==> src/rtl/cache_ctrl_pkg.sv <==
package cache_ctrl_pkg;

  typedef enum logic [2:0] {
    ST_IDLE,
    ST_LOOKUP,
    ST_EVICT,
    ST_FILL,
    ST_STORE,
    ST_DONE
  } cc_state_e;

endpackage

==> src/rtl/cc_beat_cnt.sv <==
module cc_beat_cnt #(
  parameter int OFF_W = 2
) (
  input  logic             clk_i,
  input  logic             rst_ni,
  input  logic             clr_i,
  input  logic             inc_i,
  output logic [OFF_W-1:0] cnt_o,
  output logic             last_o
);

  localparam logic [OFF_W-1:0] ONE = OFF_W'(1);

  logic [OFF_W-1:0] cnt_q;

  always_ff @(posedge clk_i or negedge rst_ni) begin
    if (!rst_ni)     cnt_q <= '0;
    else if (clr_i)  cnt_q <= '0;
    else if (inc_i)  cnt_q <= cnt_q + ONE;
  end

  assign cnt_o  = cnt_q;
  assign last_o = (cnt_q == '1);

endmodule

==> src/rtl/cc_dirty_store.sv <==
module cc_dirty_store #(
  parameter int SETS  = 8,
  parameter int WAYS  = 4,
  parameter int IDX_W = $clog2(SETS),
  parameter int WAY_W = $clog2(WAYS)
) (
  input  logic             clk_i,
  input  logic             rst_ni,
  input  logic [IDX_W-1:0] idx_i,
  input  logic [WAY_W-1:0] qry_way_i,
  output logic             qry_dirty_o,
  input  logic [WAY_W-1:0] upd_way_i,
  input  logic             set_i,
  input  logic             clr_i
);

  logic [SETS-1:0][WAYS-1:0] rows;

  for (genvar s = 0; s < SETS; s++) begin : g_set
    logic [WAYS-1:0] row_q;
    always_ff @(posedge clk_i or negedge rst_ni) begin
      if (!rst_ni) begin
        row_q <= '0;
      end else if ((set_i || clr_i) && idx_i == IDX_W'(s)) begin
        row_q[upd_way_i] <= set_i;
      end
    end
    assign rows[s] = row_q;
  end

  assign qry_dirty_o = rows[idx_i][qry_way_i];

endmodule

==> src/rtl/cc_line_addr.sv <==
module cc_line_addr #(
  parameter int TAG_W = 5,
  parameter int IDX_W = 3,
  parameter int OFF_W = 2,
  parameter int AW    = TAG_W + IDX_W + OFF_W
) (
  input  logic [TAG_W-1:0] req_tag_i,
  input  logic [TAG_W-1:0] vic_tag_i,
  input  logic             use_vic_i,
  input  logic [IDX_W-1:0] idx_i,
  input  logic [OFF_W-1:0] off_i,
  output logic [AW-1:0]    addr_o
);

  assign addr_o = {(use_vic_i ? vic_tag_i : req_tag_i), idx_i, off_i};

endmodule

==> src/rtl/cache_ctrl.sv <==
module cache_ctrl
  import cache_ctrl_pkg::*;
#(
  parameter int AW         = 10,
  parameter int DW         = 32,
  parameter int SETS       = 8,
  parameter int WAYS       = 4,
  parameter int LINE_WORDS = 4,
  // derived
  parameter int OFF_W      = $clog2(LINE_WORDS),
  parameter int IDX_W      = $clog2(SETS),
  parameter int WAY_W      = $clog2(WAYS),
  parameter int TAG_W      = AW - IDX_W - OFF_W
) (
  input  logic             clk_i,
  input  logic             rst_ni,
  input  logic             wb_mode_i,
  input  logic             cpu_req_i,
  input  logic             cpu_we_i,
  input  logic [AW-1:0]    cpu_addr_i,
  input  logic [DW-1:0]    cpu_wdata_i,
  output logic             cpu_ready_o,
  output logic             cpu_done_o,
  output logic [DW-1:0]    cpu_rdata_o,
  input  logic             lk_hit_i,
  input  logic [WAY_W-1:0] lk_hit_way_i,
  input  logic [WAY_W-1:0] lk_vict_way_i,
  input  logic [TAG_W-1:0] lk_vict_tag_i,
  output logic [IDX_W-1:0] arr_idx_o,
  output logic [WAY_W-1:0] arr_way_o,
  output logic [OFF_W-1:0] arr_off_o,
  output logic             arr_we_o,
  output logic [DW-1:0]    arr_wdata_o,
  input  logic [DW-1:0]    arr_rdata_i,
  output logic             tag_we_o,
  output logic [TAG_W-1:0] tag_o,
  output logic             mem_req_o,
  output logic             mem_we_o,
  output logic [AW-1:0]    mem_addr_o,
  output logic [DW-1:0]    mem_wdata_o,
  input  logic [DW-1:0]    mem_rdata_i,
  input  logic             mem_ack_i
);

  cc_state_e state_q, state_d;

  logic [TAG_W-1:0] tag_q, vtag_q;
  logic [IDX_W-1:0] idx_q;
  logic [OFF_W-1:0] off_q;
  logic [WAY_W-1:0] way_q;
  logic             we_q, wb_q;
  logic [DW-1:0]    wdata_q, rdata_q;

  logic [OFF_W-1:0] beat;
  logic             beat_last;
  logic             vic_dirty;

  logic st_idle, st_look, st_evict, st_fill, st_store, st_done;
  logic accept, look_hit, look_miss, beat_done, fill_end, evict_end;
  logic merge_beat, store_defer, dirty_set, dirty_clr;
  logic [OFF_W-1:0] mem_off;

  assign st_idle  = (state_q == ST_IDLE);
  assign st_look  = (state_q == ST_LOOKUP);
  assign st_evict = (state_q == ST_EVICT);
  assign st_fill  = (state_q == ST_FILL);
  assign st_store = (state_q == ST_STORE);
  assign st_done  = (state_q == ST_DONE);

  assign accept      = st_idle && cpu_req_i;
  assign look_hit    = st_look && lk_hit_i;
  assign look_miss   = st_look && !lk_hit_i;
  assign beat_done   = (st_evict || st_fill) && mem_ack_i;
  assign fill_end    = st_fill && mem_ack_i && beat_last;
  assign evict_end   = st_evict && mem_ack_i && beat_last;
  assign merge_beat  = st_fill && we_q && (beat == off_q);
  assign store_defer = we_q && wb_q;
  assign dirty_set   = (look_hit && store_defer) || (fill_end && store_defer);
  assign dirty_clr   = fill_end && !store_defer;

  // next state
  always_comb begin
    state_d = state_q;
    unique case (state_q)
      ST_IDLE:   if (cpu_req_i) state_d = ST_LOOKUP;
      ST_LOOKUP: begin
        if (lk_hit_i)       state_d = (we_q && !wb_q) ? ST_STORE : ST_DONE;
        else if (vic_dirty) state_d = ST_EVICT;
        else                state_d = ST_FILL;
      end
      ST_EVICT:  if (evict_end) state_d = ST_FILL;
      ST_FILL:   if (fill_end)  state_d = (we_q && !wb_q) ? ST_STORE : ST_DONE;
      ST_STORE:  if (mem_ack_i) state_d = ST_DONE;
      ST_DONE:   state_d = ST_IDLE;
      default:   state_d = ST_IDLE;
    endcase
  end

  always_ff @(posedge clk_i or negedge rst_ni) begin
    if (!rst_ni) state_q <= ST_IDLE;
    else         state_q <= state_d;
  end

  // request capture
  always_ff @(posedge clk_i or negedge rst_ni) begin
    if (!rst_ni) begin
      tag_q   <= '0;
      idx_q   <= '0;
      off_q   <= '0;
      we_q    <= 1'b0;
      wb_q    <= 1'b0;
      wdata_q <= '0;
    end else if (accept) begin
      {tag_q, idx_q, off_q} <= cpu_addr_i;
      we_q    <= cpu_we_i;
      wb_q    <= wb_mode_i;
      wdata_q <= cpu_wdata_i;
    end
  end

  // way / victim capture
  always_ff @(posedge clk_i or negedge rst_ni) begin
    if (!rst_ni) begin
      way_q  <= '0;
      vtag_q <= '0;
    end else if (look_miss) begin
      way_q  <= lk_vict_way_i;
      vtag_q <= lk_vict_tag_i;
    end else if (look_hit) begin
      way_q  <= lk_hit_way_i;
    end
  end

  // load data return
  always_ff @(posedge clk_i or negedge rst_ni) begin
    if (!rst_ni) begin
      rdata_q <= '0;
    end else if (look_hit && !we_q) begin
      rdata_q <= arr_rdata_i;
    end else if (st_fill && mem_ack_i && !we_q && beat == off_q) begin
      rdata_q <= mem_rdata_i;
    end
  end

  cc_beat_cnt #(
    .OFF_W (OFF_W)
  ) u_beat (
    .clk_i  (clk_i),
    .rst_ni (rst_ni),
    .clr_i  (st_look),
    .inc_i  (beat_done),
    .cnt_o  (beat),
    .last_o (beat_last)
  );

  cc_dirty_store #(
    .SETS  (SETS),
    .WAYS  (WAYS),
    .IDX_W (IDX_W),
    .WAY_W (WAY_W)
  ) u_dirty (
    .clk_i       (clk_i),
    .rst_ni      (rst_ni),
    .idx_i       (idx_q),
    .qry_way_i   (lk_vict_way_i),
    .qry_dirty_o (vic_dirty),
    .upd_way_i   (arr_way_o),
    .set_i       (dirty_set),
    .clr_i       (dirty_clr)
  );

  assign mem_off = st_store ? off_q : beat;

  cc_line_addr #(
    .TAG_W (TAG_W),
    .IDX_W (IDX_W),
    .OFF_W (OFF_W),
    .AW    (AW)
  ) u_maddr (
    .req_tag_i (tag_q),
    .vic_tag_i (vtag_q),
    .use_vic_i (st_evict),
    .idx_i     (idx_q),
    .off_i     (mem_off),
    .addr_o    (mem_addr_o)
  );

  // processor side
  assign cpu_ready_o = st_idle;
  assign cpu_done_o  = st_done;
  assign cpu_rdata_o = rdata_q;

  // array side
  assign arr_idx_o   = idx_q;
  assign tag_o       = tag_q;
  assign arr_way_o   = st_look ? lk_hit_way_i : way_q;
  assign arr_off_o   = (st_evict || st_fill) ? beat : off_q;
  assign arr_we_o    = (look_hit && we_q) || (st_fill && mem_ack_i);
  assign arr_wdata_o = (st_fill && !merge_beat) ? mem_rdata_i : wdata_q;
  assign tag_we_o    = fill_end;

  // memory side
  assign mem_req_o   = st_evict || st_fill || st_store;
  assign mem_we_o    = st_evict || st_store;
  assign mem_wdata_o = st_evict ? arr_rdata_i : wdata_q;

endmodule

==> config.mk <==
export PLATFORM = sky130hd
export DESIGN_NAME = cache_ctrl
export DESIGN_NICKNAME = d
export VERILOG_FILES = /design/src/rtl/cache_ctrl_pkg.sv /design/src/rtl/cc_beat_cnt.sv /design/src/rtl/cc_dirty_store.sv /design/src/rtl/cc_line_addr.sv /design/src/rtl/cache_ctrl.sv
export SDC_FILE = /design/constraint.sdc
export NUM_CORES = 1
export LEC_CHECK = 0
export BUFFER_PORTS_ARGS = -buffer_cell sky130_fd_sc_hd__buf_2
export CORE_ASPECT_RATIO = 1.2
export CORE_MARGIN = 10
export CORE_UTILIZATION = 46
export CTS_BUF_LIST = sky130_fd_sc_hd__clkbuf_2
export DETAILED_ROUTE_END_ITERATION = 8
export GPL_ROUTABILITY_DRIVEN = 0
export GPL_TIMING_DRIVEN = 0
export PLACE_DENSITY = 0.79
export SETUP_SLACK_MARGIN = 0.2
export SLEW_MARGIN = 20
export SYNTH_ARGS = -nofsm -noshare
export SYNTH_HDL_FRONTEND = slang
export SYNTH_HIERARCHICAL = 1
export SYNTH_SLANG_ARGS = --single-unit
export TNS_END_PERCENT = 50
==> constraint.sdc <==
create_clock -name clk_i -period 2.2 [get_ports clk_i]
set_input_delay 0.44 -clock clk_i [delete_from_list [all_inputs] [get_ports clk_i]]
set_output_delay 0.44 -clock clk_i [all_outputs]
set_load 0.1 [all_outputs]
# --- Word level (Yosys, flattened, before mapping) ---
# Cells that the tools add are included.
word_totals:
  ff_bits: 120
  input_bits: 122
  out_inout_bits: 124
  wordCells: 122
classes:
  add_sub_neg: 1
  magnitude_cmp: 4
  eq_ne: 18
  n_mux: 34
  reduce_logical: 46
op_table:
  columns: ["op", "n"]
  rows:
  - ["32-bit 2-to-1 mux", 4]
  - ["4-bit bitwise mux", 8]
  - ["1-bit logical AND", 29]
  - ["3-bit == test, second input constant", 6]
  - ["3-bit 2-to-1 mux", 5]
  - ["3-bit case mux with 5 select lines", 1]
  - ["2-bit 2-to-1 mux", 7]
  - ["4-bit binary-select mux with 3-bit select", 1]
  - ["3-bit by 2-bit == test with 1-bit output, second input constant", 4]
  - ["3-bit by 1-bit == test with 1-bit output, second input constant", 2]
  - ["3-bit zero test", 2]
  - ["1-bit logical OR", 6]
  - ["2-bit by 3-bit < comparator with 1-bit output, second input constant", 2]
  - ["2-bit nonzero test", 3]
  - ["1-bit zero test", 5]
  - ["5-bit 2-to-1 mux", 1]
  - ["3-bit by 4-bit < comparator with 1-bit output, second input constant", 1]
  - ["1-bit 2-to-1 mux", 4]
  - ["4-bit 2-to-1 mux", 1]
  - ["2-bit by 1-bit != test with 1-bit output, second input constant", 2]
  - ["2-bit != test, second input constant", 2]
  - ["4-bit AND reduction", 1]
  - ["2-bit by 1-bit adder with 2-bit output, second input constant", 1]
  - ["1-bit binary-select mux with 2-bit select", 1]
  - ["other kinds (4)", 4]

# --- Longest topological paths before layout ---
logic_depth:
  word_depth: 7
  mapped_depth: 11

# --- Modules after synthesis ---
# Netlist, hierarchy kept.
modules_own_cells:
  columns: ["mod", "n_inst", "cells_per_inst", "area_each_um2"]
  rows:
  - ["cache_ctrl", 1, 421, 4545.6]
  - ["cc_dirty_store", 1, 148, 1744.2]
  - ["cc_line_addr", 1, 10, 93.8]
  - ["cc_beat_cnt", 1, 7, 88.8]

# --- Worst setup path after synthesis ---
# OpenSTA, ideal clock, no wires.
synth_path:
  path_type: "register to register"
  startpoint: "register state_q[2]"
  endpoint: "register u_dirty.g_set[7].row_q[3]"
  setup_ns: 0.125
  arrival_ns: 3.824
  path_slack_ns: -1.749
  stages_incl_launch_ff: 9
  path_buffers: 1
  period_less_slack_ns: 3.949
  path_cell_list: "dfrtp_1 > buf_6 > nand3b_4 > nor3_1 > and2_1 > o21a_1 > nand3_1 > nor2_1 > mux2_2"
synth_lines:
  columns: ["element", "line", "text"]
  rows:
  - ["start, declared", "cache_ctrl.sv:45", "cc_state_e state_q, state_d;"]
  - ["start signal, assigned", "cache_ctrl.sv:101", "else state_q <= state_d;"]
  - ["3-bit by 2-bit == test with 1-bit output", "cache_ctrl.sv:66", "assign st_fill = (state_q == ST_FILL);"]
  - ["1-bit logical AND (2 in series)", "cache_ctrl.sv:74", "assign fill_end = st_fill && mem_ack_i && beat_last;"]
  - ["via tag_we_o", "cache_ctrl.sv:35", "output logic tag_we_o,"]
  - ["1-bit logical AND", "cache_ctrl.sv:79", "assign dirty_clr = fill_end && !store_defer;"]
  - ["via dirty_clr", "cache_ctrl.sv:60", "logic merge_beat, store_defer, dirty_set, dirty_clr;"]
  - ["1-bit logical OR", "cc_dirty_store.sv:24", "end else if ((set_i || clr_i) && idx_i == IDX_W'(s)) begin"]
  - ["1-bit logical AND", "cc_dirty_store.sv:24", null]
  - ["end signal, assigned by index", "cc_dirty_store.sv:25", "row_q[upd_way_i] <= set_i;"]
  - ["end, declared", "cc_dirty_store.sv:20", "logic [WAYS-1:0] row_q;"]
# The timed path passes the listed nets, and every way through them passes these cells.
# A chain may end at the register's enable or synchronous reset.

# --- Final worst setup path ---
layout_path:
  startpoint: "register off_q[1]"
  endpoint: "output port arr_wdata_o[27]"
layout_via:
  elab_chain_cells: 5
layout_lines:
  columns: ["element", "line", "text"]
  rows:
  - ["start, declared", "cache_ctrl.sv:49", "logic [OFF_W-1:0] off_q;"]
  - ["start signal, assigned", "cache_ctrl.sv:114", "{tag_q, idx_q, off_q} <= cpu_addr_i;"]
  - ["2-bit == test", "cache_ctrl.sv:76", "assign merge_beat = st_fill && we_q && (beat == off_q);"]
  - ["1-bit logical AND", "cache_ctrl.sv:76", null]
  - ["1-bit zero test", "cache_ctrl.sv:199", "assign arr_wdata_o = (st_fill && !merge_beat) ? mem_rdata_i : wdata_q;"]
  - ["1-bit logical AND", "cache_ctrl.sv:199", null]
  - ["32-bit 2-to-1 mux", "cache_ctrl.sv:199", null]
  - ["end, declared", "cache_ctrl.sv:33", "output logic [DW-1:0] arr_wdata_o,"]
# No other way between the ends.

==> impl_metrics.json <==
{
  "die_w_um": 128.3,
  "finalClockSkew_ns": 0.08938,
  "worst_path_largest_cell_delay_ns": 0.48,
  "synthFlopType": "dfrtp_1",
  "final_cell_count_no_fill": 1218,
  "finalNetCount": 1151,
  "synth_edf_count": 0,
  "yosysTopAreaCell": "dfrtp_1",
  "ys_seq_area_share_pct": 46.39,
  "clk_latency_ns": 0.84,
  "coreArea_um2": 13820,
  "crit_fanout": 5,
  "drive_gt1_share_pct": 60.04,
  "portBuffers": 244,
  "area_growth_pct": 96.48,
  "rows": 47,
  "htreeDepth": 4,
  "tns_ns": -94.59,
  "rsz0062_at_grt": "true",
  "grt_max_degree": 75,
  "grt-busiest-layer": "met2",
  "routedWlPerCell_um": 37.35,
  "netlist_top_cells_area": "dfrtp_1, mux2_1, mux2_2",
  "route.detailed.drc": 0,
  "synth_warnings": 6,
  "clockBufferDepth": 2,
  "cap_violations": 0,
  "use_met3_pct": 13.66,
  "syn_area_um2": 6472,
  "placed_cells": 1002,
  "worstPathArrival_ns": 2.74,
  "cpMaxStageDelayCell": "dfrtp_1",
  "start_kind": "flip-flop",
  "hold_class": "in2async",
  "fin_hold_ws_ns": 0.08035,
  "die_height_um": 149.9,
  "period_needed_ns": 3.182,
  "timing.final.ws_setup_ns": -0.9821,
  "grt_first_pass_wirelength_mm": 56.01,
  "yosysMostFrequentCell": "dfrtp_1",
  "postRouteWirelength_mm": 45.50,
  "cp_common_cell": "buf_12",
  "grt-ovfl-total": 0,
  "dieArea_um2": 19240,
  "syn-instance-count": 586,
  "drtIter0Drc": 1362,
  "end_kind": "output port",
  "reg2reg_from": "u_beat/cnt_o[1]",
  "grt_pass1_vias": 8246,
  "final-setup-viol-count": 183,
  "status": "finished with violations",
  "start_util_pct": 46.84,
  "antenna_found_initial": 9,
  "path_cells": "xor2_2, nor2_2, a21oi_2, buf_6, buf_12, buf_16, mux2_4, buf_12",
  "async_flop_share_pct": 100.0,
  "synth.top_cell.area_share_pct": 46.39,
  "vias_per_cell": 7.034,
  "ys_ff_latch": 120,
  "syn_avg_cell_area_um2": 11.05,
  "cts.reportedPaths.clkPinSlew_ns": 0.31,
  "maxSlewViolCount": 0,
  "gr-usage-met1_pct": 41.75,
  "vias": 8567,
  "post-route-period-util_pct": 144.6,
  "synth_common_cells": "dfrtp_1, mux2_1, nand2_1, nor2_1, mux2_2",
  "cts_num_sinks": 120,
  "max_freq_mhz": 314.3,
  "dpl_worst_slack_ns": -0.5295,
  "critPathKind": "reg2out",
  "synth_nets": 709,
  "violations": "setup timing",
  "hpwl_mm": 16.55,
  "synthDistinctLibCells": 44,
  "first_pass_iters": 7,
  "grtUsageMet2_pct": 61.02,
  "fillCellCount": 365,
  "cts_made_buffers": 17,
  "cts_tree": "done",
  "clock-root-buffer": "clkbuf_2",
  "hold_viol_final": 0,
  "worst_pin_slew_ns": 0.7877,
  "ant_nets": 0,
  "crit_start": "off_q[1]",
  "grt.total_usage_pct": 38.83,
  "num_io_pins": 246,
  "maxSlewHeadroom_pct": 47.05,
  "cp.required_ns": 1.76
}
## registers in the layout, summed over array words and instances, names as in the netlist
name                 flops
state_q                  3
off_q                    2
u_beat/cnt_o             2
u_dirty/g_set.row_q     32
wb_q                     1
we_q                     1
arr_idx_o                3
wdata_q                 32
cpu_rdata_o             32
vtag_q                   5
tag_o                    5
way_q                    2
## path summary, 6_finish.rpt
path / endpoint / slack [ns] / cells after the start
worst max-delay path: arr_wdata_o[27] / -0.98 / 8
worst min-delay path: wdata_q[23] / 0.08 / 2
worst max register to register: u_dirty/g_set[3].row_q[3] / -0.61 / 12
worst min register to register: u_dirty/g_set[3].row_q[3] / 0.54 / 1
max in group asynchronous: state_q[1] / 1.23 / 3
min in group clk_i: state_q[0] / 0.09 / 3
## kinds of logic after synthesis
| logic type | after synthesis | share of synthesized area [%] |
|---|---|---|
| compound gates | 53 | 5.587 |
| xor+xnor | 3 | 0.4060 |
| fa+ha+maj | 1 | 0.1933 |
| buf+inv | 49 | 4.117 |
| flops | 120 | 46.39 |
| mux | 167 | 30.23 |
| simple gates | 193 | 13.07 |
## critical path, delay by kind of cell, from the launching register on
family                 cells  cell delay (ns)
AND/OR/NAND/NOR            1             0.06
buffers and inverters      4             0.62
XOR/XNOR                   1             0.24
flip-flops                 1             0.48
AO/OA/AOI/OAI              1             0.15
multiplexers               1             0.38
## through the flow
step | utilization (%) | cell area, µm²
finish | 92.02 | 12720
detailed placement | 59.33 | 8199
CTS | 85.70 | 11840
global placement | 59.09 | 8165
floorplan | - | 6730
global route | 91.95 | 12710
## cell usage in the layout (no fill, tap or decap), types with 10 or more instances in the layout
cell type / n
clkbuf_4: 20
nand2_1: 75
dfrtp_1: 113
buf_4: 40
buf_12: 93
clkbuf_2: 21
nor2_1: 31
buf_2: 125
nor2_4: 24
buf_6: 50
mux2_4: 124
a31oi_1: 28
mux2_2: 28
nor2_2: 15
dlygate4sd3_1: 116
buf_8: 10
## final cells by class
class                           count  area [µm²]  share of cell area (%)
Antenna cell                        6       15.01                  0.1181
Clock buffer                       18       90.09                  0.7084
Inverter                            5       23.77                  0.1869
Sequential cell                   120        3012                   23.68
Buffer                             44       505.5                   3.975
Tap cell                          171       214.0                   1.682
Clock inverter                     14       131.4                   1.033
Multi-Input combinational cell    417        4204                   33.06
Timing Repair Buffer              423        4522                   35.56
## timing repair
action / in CTS / in global routing
setup buffers: 37 / 20
hold buffers: 116 / 0
resized for setup: 531 / 234
hold endpoints to repair: 129 / 0
gates cloned: 5 / 0
pin swaps: 20 / 31
setup endpoints to repair: 185 / 230
## routing by layer
metal | vias up | wire [µm]
met4 | 6 | 5172
met2 | 1106 | 20130
met3 | 469 | 6403
met1 | 4037 | 13760
li1 | 2949 | -
met5 | - | 36
Power is left out: the tool's default activity adds up to more than one toggle a clock period on the data nets, which glitch-free logic cannot reach.
